$ cat src/rtl/cal_pkg.sv
package cal_pkg;
    localparam int DIGITS = 2;
    localparam int FW     = 4 * DIGITS;
    localparam int NF     = 7;

    typedef logic [FW-1:0] bcd_t;

    typedef struct packed {
        bcd_t sec;
        bcd_t min;
        bcd_t hour;
        bcd_t dow;
        bcd_t date;
        bcd_t month;
        bcd_t year;
    } cal_t;

    localparam int F_SEC   = 0;
    localparam int F_MIN   = 1;
    localparam int F_HOUR  = 2;
    localparam int F_DOW   = 3;
    localparam int F_DATE  = 4;
    localparam int F_MONTH = 5;
    localparam int F_YEAR  = 6;

    localparam bcd_t SEC_TOP   = 8'h59;
    localparam bcd_t MIN_TOP   = 8'h59;
    localparam bcd_t HOUR_TOP  = 8'h23;
    localparam bcd_t DOW_TOP   = 8'h07;
    localparam bcd_t MONTH_TOP = 8'h12;
    localparam bcd_t YEAR_TOP  = 8'h99;
    localparam bcd_t ZERO_BCD  = 8'h00;
    localparam bcd_t ONE_BCD   = 8'h01;

    localparam cal_t CAL_RESET = '{sec: 8'h00, min: 8'h00, hour: 8'h00,
                                   dow: 8'h01, date: 8'h01, month: 8'h01,
                                   year: 8'h00};
endpackage

$ cat src/rtl/bcd_step.sv
module bcd_step #(
    parameter int DIGITS = 2,
    localparam int W = 4 * DIGITS
) (
    input  logic [W-1:0] cur,
    input  logic [W-1:0] first,
    input  logic [W-1:0] last,
    input  logic         en,
    output logic [W-1:0] nxt,
    output logic         at_last
);
    logic [W-1:0] inc_d;

    always_comb begin
        logic carry;
        inc_d = cur;
        carry = 1'b1;
        for (int d = 0; d < DIGITS; d++) begin
            if (carry) begin
                if (inc_d[4*d +: 4] >= 4'd9) begin
                    inc_d[4*d +: 4] = 4'd0;
                end else begin
                    inc_d[4*d +: 4] = inc_d[4*d +: 4] + 4'd1;
                    carry = 1'b0;
                end
            end
        end
    end

    // Values above the top are folded back as well, so a bad load recovers.
    assign at_last = (cur >= last);

    always_comb begin
        if (!en)          nxt = cur;
        else if (at_last) nxt = first;
        else              nxt = inc_d;
    end
endmodule

$ cat src/rtl/cal_month_last.sv
module cal_month_last
    import cal_pkg::*;
(
    input  bcd_t month,
    input  bcd_t year,
    output bcd_t last_day,
    output logic leap
);
    // A two-digit BCD value is a multiple of 4 when an even tens digit pairs
    // with units 0/4/8 or an odd tens digit pairs with units 2/6.
    always_comb begin
        if (year[4]) leap = (year[3:0] == 4'd2) || (year[3:0] == 4'd6);
        else         leap = (year[3:0] == 4'd0) || (year[3:0] == 4'd4) ||
                            (year[3:0] == 4'd8);
    end

    always_comb begin
        case (month)
            8'h02:                      last_day = leap ? 8'h29 : 8'h28;
            8'h04, 8'h06, 8'h09, 8'h11: last_day = 8'h30;
            default:                    last_day = 8'h31;
        endcase
    end
endmodule

$ cat src/rtl/bcd_calendar_counter.sv
module bcd_calendar_counter
    import cal_pkg::*;
(
    input  logic        clk,
    input  logic        rst_n,
    input  logic        tick_i,
    input  logic        run_i,
    input  logic        load_i,
    input  logic [7:0]  ld_sec_i,
    input  logic [7:0]  ld_min_i,
    input  logic [7:0]  ld_hour_i,
    input  logic [7:0]  ld_dow_i,
    input  logic [7:0]  ld_date_i,
    input  logic [7:0]  ld_month_i,
    input  logic [7:0]  ld_year_i,
    output logic [7:0]  sec_o,
    output logic [7:0]  min_o,
    output logic [7:0]  hour_o,
    output logic [7:0]  dow_o,
    output logic [7:0]  date_o,
    output logic [7:0]  month_o,
    output logic [7:0]  year_o
);
    cal_t cal_q, cal_d;

    bcd_t cur_f   [NF];
    bcd_t first_f [NF];
    bcd_t last_f  [NF];
    bcd_t nxt_f   [NF];
    logic en_f    [NF];
    logic top_f   [NF];

    bcd_t month_last;
    logic leap_yr;

    cal_month_last u_mlen (
        .month    (cal_q.month),
        .year     (cal_q.year),
        .last_day (month_last),
        .leap     (leap_yr)
    );

    always_comb begin
        cur_f[F_SEC]   = cal_q.sec;
        cur_f[F_MIN]   = cal_q.min;
        cur_f[F_HOUR]  = cal_q.hour;
        cur_f[F_DOW]   = cal_q.dow;
        cur_f[F_DATE]  = cal_q.date;
        cur_f[F_MONTH] = cal_q.month;
        cur_f[F_YEAR]  = cal_q.year;

        first_f[F_SEC]   = ZERO_BCD;
        first_f[F_MIN]   = ZERO_BCD;
        first_f[F_HOUR]  = ZERO_BCD;
        first_f[F_DOW]   = ONE_BCD;
        first_f[F_DATE]  = ONE_BCD;
        first_f[F_MONTH] = ONE_BCD;
        first_f[F_YEAR]  = ZERO_BCD;

        last_f[F_SEC]   = SEC_TOP;
        last_f[F_MIN]   = MIN_TOP;
        last_f[F_HOUR]  = HOUR_TOP;
        last_f[F_DOW]   = DOW_TOP;
        last_f[F_DATE]  = month_last;
        last_f[F_MONTH] = MONTH_TOP;
        last_f[F_YEAR]  = YEAR_TOP;
    end

    // Carry cascade: day carry feeds both day-of-week and date.
    always_comb begin
        en_f[F_SEC]   = tick_i && run_i && !load_i;
        en_f[F_MIN]   = en_f[F_SEC]   && top_f[F_SEC];
        en_f[F_HOUR]  = en_f[F_MIN]   && top_f[F_MIN];
        en_f[F_DOW]   = en_f[F_HOUR]  && top_f[F_HOUR];
        en_f[F_DATE]  = en_f[F_HOUR]  && top_f[F_HOUR];
        en_f[F_MONTH] = en_f[F_DATE]  && top_f[F_DATE];
        en_f[F_YEAR]  = en_f[F_MONTH] && top_f[F_MONTH];
    end

    for (genvar i = 0; i < NF; i++) begin : g_field
        bcd_step #(.DIGITS(DIGITS)) u_step (
            .cur     (cur_f[i]),
            .first   (first_f[i]),
            .last    (last_f[i]),
            .en      (en_f[i]),
            .nxt     (nxt_f[i]),
            .at_last (top_f[i])
        );
    end

    always_comb begin
        if (load_i) begin
            cal_d.sec   = ld_sec_i;
            cal_d.min   = ld_min_i;
            cal_d.hour  = ld_hour_i;
            cal_d.dow   = ld_dow_i;
            cal_d.date  = ld_date_i;
            cal_d.month = ld_month_i;
            cal_d.year  = ld_year_i;
        end else begin
            cal_d.sec   = nxt_f[F_SEC];
            cal_d.min   = nxt_f[F_MIN];
            cal_d.hour  = nxt_f[F_HOUR];
            cal_d.dow   = nxt_f[F_DOW];
            cal_d.date  = nxt_f[F_DATE];
            cal_d.month = nxt_f[F_MONTH];
            cal_d.year  = nxt_f[F_YEAR];
        end
    end

    always_ff @(posedge clk or negedge rst_n) begin
        if (!rst_n) cal_q <= CAL_RESET;
        else        cal_q <= cal_d;
    end

    assign sec_o   = cal_q.sec;
    assign min_o   = cal_q.min;
    assign hour_o  = cal_q.hour;
    assign dow_o   = cal_q.dow;
    assign date_o  = cal_q.date;
    assign month_o = cal_q.month;
    assign year_o  = cal_q.year;

    // Assertions assume the load inputs carry in-range values.
    assert_sec_range_R2: assert property (@(posedge clk) disable iff (!rst_n)
        (cal_q.sec[3:0] <= 4'd9) && (cal_q.sec <= 8'h59));

    assert_hour_range_R3: assert property (@(posedge clk) disable iff (!rst_n)
        (cal_q.hour[3:0] <= 4'd9) && (cal_q.hour <= 8'h23));

    assert_dow_range_R4: assert property (@(posedge clk) disable iff (!rst_n)
        (cal_q.dow >= 8'h01) && (cal_q.dow <= 8'h07));

    assert_date_bound_R5: assert property (@(posedge clk) disable iff (!rst_n)
        (cal_q.date >= 8'h01) && (cal_q.date <= month_last));

    assert_feb_len_R6: assert property (@(posedge clk) disable iff (!rst_n)
        (cal_q.month == 8'h02) |-> (month_last == 8'h28 || month_last == 8'h29));

    assert_year_wrap_R7: assert property (@(posedge clk) disable iff (!rst_n)
        (en_f[F_YEAR] && cal_q.year == 8'h99) |=> (cal_q.year == 8'h00));

    assert_load_R8: assert property (@(posedge clk) disable iff (!rst_n)
        load_i |=> (cal_q.sec == $past(ld_sec_i) && cal_q.hour == $past(ld_hour_i) &&
                    cal_q.date == $past(ld_date_i) && cal_q.year == $past(ld_year_i)));

    assert_hold_R9: assert property (@(posedge clk) disable iff (!rst_n)
        (!run_i && !load_i) |=> $stable(cal_q));

    assert_one_step_R10: assert property (@(posedge clk) disable iff (!rst_n)
        (en_f[F_SEC] && cal_q.sec[3:0] != 4'd9) |=> (cal_q.sec[3:0] == $past(cal_q.sec[3:0]) + 4'd1));
endmodule

$ cat config.mk
export PLATFORM = sky130hd
export DESIGN_NAME = bcd_calendar_counter
export DESIGN_NICKNAME = d
export VERILOG_FILES = /design/src/rtl/cal_pkg.sv /design/src/rtl/bcd_step.sv /design/src/rtl/cal_month_last.sv /design/src/rtl/bcd_calendar_counter.sv
export SDC_FILE = /design/constraint.sdc
export NUM_CORES = 1
export LEC_CHECK = 0
export ABC_CLOCK_PERIOD_IN_PS = 3850
export BUFFER_PORTS_ARGS = -buffer_cell sky130_fd_sc_hd__buf_2
export CORE_ASPECT_RATIO = 0.6
export CORE_UTILIZATION = 52
export DETAILED_ROUTE_END_ITERATION = 16
export GPL_TIMING_DRIVEN = 0
export PLACE_DENSITY_LB_ADDON = 0.3
export RECOVER_POWER = 25
export SLEW_MARGIN = 0
export SYNTH_ARGS = -nofsm -noshare
export SYNTH_HDL_FRONTEND = slang
export SYNTH_SLANG_ARGS = --single-unit
$ cat constraint.sdc
create_clock -name clk -period 3.85 [get_ports clk]
set_clock_uncertainty 0.15 [all_clocks]
set_input_delay 0.1925 -clock clk [delete_from_list [all_inputs] [get_ports clk]]
set_output_delay 0.1925 -clock clk [all_outputs]
set_load 0.1 [all_outputs]
==> flow_summary.toml <==
[timing]
period_needed_ns = 3.574
whs_ns = -0.003551
fmax_ghz = 0.2798
maxSlewHeadroom = 0.03492
finalSetupViolCount = 0
worst_pin_slew_ns = 1.448
hold_viol = 2
fin_crit_sh = 0.9283
slew_viol_final = 0
setup_tns_ns = 0
worst_slack_ns = 0.2760

[final_layout]
fillers = 555
drive_above_1_share = 0.2651
layout_commonest_cell = "buf_2"
area_growth_pct = 28.43
final_cell_mix = "buf_2 (118), dfrtp_1 (53), ha_1 (48), inv_1 (45), o21ai_0 (32)"
multi_input_area_mm2 = 0.002180
regArea_mm2 = 0.001405
antenna_cells = 0
fin_nets = 655

[synth]
ys_seq_area_frac = 0.3695
syn_area_mm2 = 0.003802
synth.ff_latch_count = 56
synthCells = 401
synth-warning-count = 0
syn_avg_cell_area_um2 = 9.482
ys_types = 56
synth-main-ff-cell = "dfrtp_1"
syn_nets = 510
synth_edf_count = 0
synthArstFlopShare = 1.000

[power]
ir_worst_vdd_v = 0.0006629
combPwrFrac = 0.632
seqPwrFrac = 0.249
power_density_mw_per_mm2 = 905.8
p_int_mw = 1.694
p_leak_nw = 2.433
p_switching_mw = 2.729
swShare = 0.6170
power_frac_clock = 0.119

[placed_design]
pre_cts_ws_ns = 0.1271
dp_hpwl_mm = 8.188
io_buffers = 116
place.gp.congestion = 0.9045

[drt]
num_vias = 3770
post-route-drc-count = 0
dr.pass1.iters = 5
drtIter0Drc = 268
drt-total-wl_mm = 11.25
via_per_inst = 5.946
detail-route-antenna-nets = 0
routedWlPerCell_um = 17.74

[global_routing]
grt_antenna_before_repair = 0
first_global_vias = 3532
grt_max_degree = 57
globalRouteTotalUtil = 0.3007
grt_pass1_wl_mm = 17.58
grt-ovfl-total = 0

[setup_path]
slowest_delay_ns = 0.60
path_max_fanout = 10
cp_cell_sequence = "inv_1 -> ha_1 -> o211ai_1 -> a21oi_1 -> o21ai_0 -> mux2_2 -> ha_1 -> nor4b_1 -> o211ai_1 -> nor2_2 -> buf_2 -> a21oi_1 -> mux2i_1"
r2r_setup_slack_ns = 0.28
cp.arrival_ns = 3.59
worstPathRequired_ns = 3.87
crit_type = "reg2reg"
critPathSlowestCell = "dfstp_2"
startpoint_type = "flop"
endpoint_kind = "flop"

[clock_tree]
clk_latency_ns = 0.30
clockBufferDepth = 2
cts-root-buf = "clkbuf_16"
cts_buffers = 5
cts_tree = "done"
cts.sinks = 56
clkTransAtPathRegs_ns = 0.07
htree_levels = 2

[die]
io_pins = 117
initial_core_util = 0.5528
die_area_mm2 = 0.007669
core_area_mm2 = 0.006878
die_y_um = 68.24
die_w_um = 112.4
placementRows = 23

[hold_path]
hold_path_class = "in2reg"

[run]
maxCapViolations = 0

[status]
violations = "hold timing"
status = "finished, violations left"
## per-stage QoR
step / cells / util / area (um2) / total power [mW]
global route: 634 / 0.7100 / 4883 / 4.652
CTS: 633 / 0.7080 / 4870 / 4.404
finish: 634 / 0.7100 / 4883 / 4.423
floorplan: 401 / - / 3802 / 3.301
detailed placement: 604 / 0.6531 / 4492 / 3.852
global placement: 604 / 0.6531 / 4492 / 3.772
## synthesized netlist by cell type (2+ instances only)
cell / n / area share
a211o_1: 2 / 0.0046
a211oi_1: 4 / 0.0079
a21o_1: 2 / 0.0039
a21oi_1: 19 / 0.025
a221o_1: 6 / 0.016
a22o_1: 5 / 0.012
a22oi_1: 21 / 0.041
a32oi_1: 5 / 0.012
a41oi_1: 4 / 0.0092
and2_1: 5 / 0.0082
and3_1: 3 / 0.0049
buf_1: 3 / 0.0030
buf_2: 2 / 0.0026
clkbuf_1: 5 / 0.0049
dfrtp_1: 53 / 0.35
dfstp_2: 3 / 0.021
ha_1: 48 / 0.16
inv_1: 45 / 0.044
mux2_2: 2 / 0.0059
mux2i_1: 14 / 0.037
nand2_1: 27 / 0.027
nand2b_1: 2 / 0.0033
nand3_1: 13 / 0.017
nor2_1: 14 / 0.014
nor2b_1: 4 / 0.0066
nor3_1: 6 / 0.0079
nor3b_1: 2 / 0.0039
nor4_1: 4 / 0.0066
nor4b_1: 2 / 0.0046
o211ai_1: 5 / 0.0099
o21ai_0: 32 / 0.042
o21ai_1: 2 / 0.0026
o22ai_1: 3 / 0.0049
o311ai_0: 2 / 0.0046
o31ai_1: 3 / 0.0059
o41ai_1: 4 / 0.0092
or3_1: 2 / 0.0033
or3b_2: 5 / 0.012
## final cells by class
type,instances,area share
buffer,11,0.01076
clock buffer,5,0.02562
clock inverter,3,0.008711
inverter,45,0.03459
multi-input combinational,289,0.4463
sequential,56,0.2877
tap,87,0.02229
timing repair buffer,138,0.1640
## flip-flops by register name, summed over array words and instances, names as in the netlist
name	cells
min_o	8
hour_o	8
month_o	8
year_o	8
sec_o	8
dow_o	8
date_o	8
## per-layer routing
metal,track usage,wire (um)
met5,0,0
met4,0.08667,108
met3,0.07529,934
met2,0.4829,4964
met1,0.4079,5237
## critical path, delay by kind of cell (launching register included)
kind / cells / cell delay, ns
AO/OA/AOI/OAI: 5 / 0.89
flip-flops: 1 / 0.60
AND/OR/NAND/NOR: 2 / 0.58
adder cells (fa/ha/maj): 2 / 0.45
buffers and inverters: 2 / 0.41
multiplexers: 2 / 0.36
## final timing paths
path,start,depth (start not counted),to
worst max-delay path,month_o[0]$_DFFE_PN1P_,13,date_o[4]$_DFFE_PN0P_
worst min-delay path,ld_hour_i[2],3,hour_o[2]$_DFFE_PN0P_
worst max register to register,month_o[0]$_DFFE_PN1P_,13,date_o[4]$_DFFE_PN0P_
worst min register to register,sec_o[7]$_DFFE_PN0P_,1,sec_o[7]$_DFFE_PN0P_
max in group asynchronous,rst_n,2,sec_o[4]$_DFFE_PN0P_
min in group asynchronous,rst_n,2,hour_o[6]$_DFFE_PN0P_
## power groups by stage
stage	registers, mW	logic (mW)	clock network, mW
6_report	1.10	2.80	0.526
5_1_grt	1.13	2.96	0.558
4_1_cts	1.09	2.79	0.528
3_5_place_dp	1.10	2.76	0
3_3_place_gp	1.08	2.69	0
2_1_floorplan	2.52	0.778	0
## cell families (layout without fill, tap and decap cells)
kind of cell | after synthesis | in the layout | synth area share
compound gates | 128 | 128 | 0.2326
mux | 16 | 16 | 0.04278
simple gates | 97 | 97 | 0.1392
buf+inv | 56 | 202 | 0.05791
fa+ha+maj | 48 | 48 | 0.1579
flops | 56 | 56 | 0.3695
## what timing repair did
action	CTS	global route
endpoints found under the hold margin	21	53
hold buffers	21	1
endpoints found under the setup margin	0	11
buffers inserted	0	0
resized for setup	0	4
No activity file was read; power rests on OpenSTA's default activity.
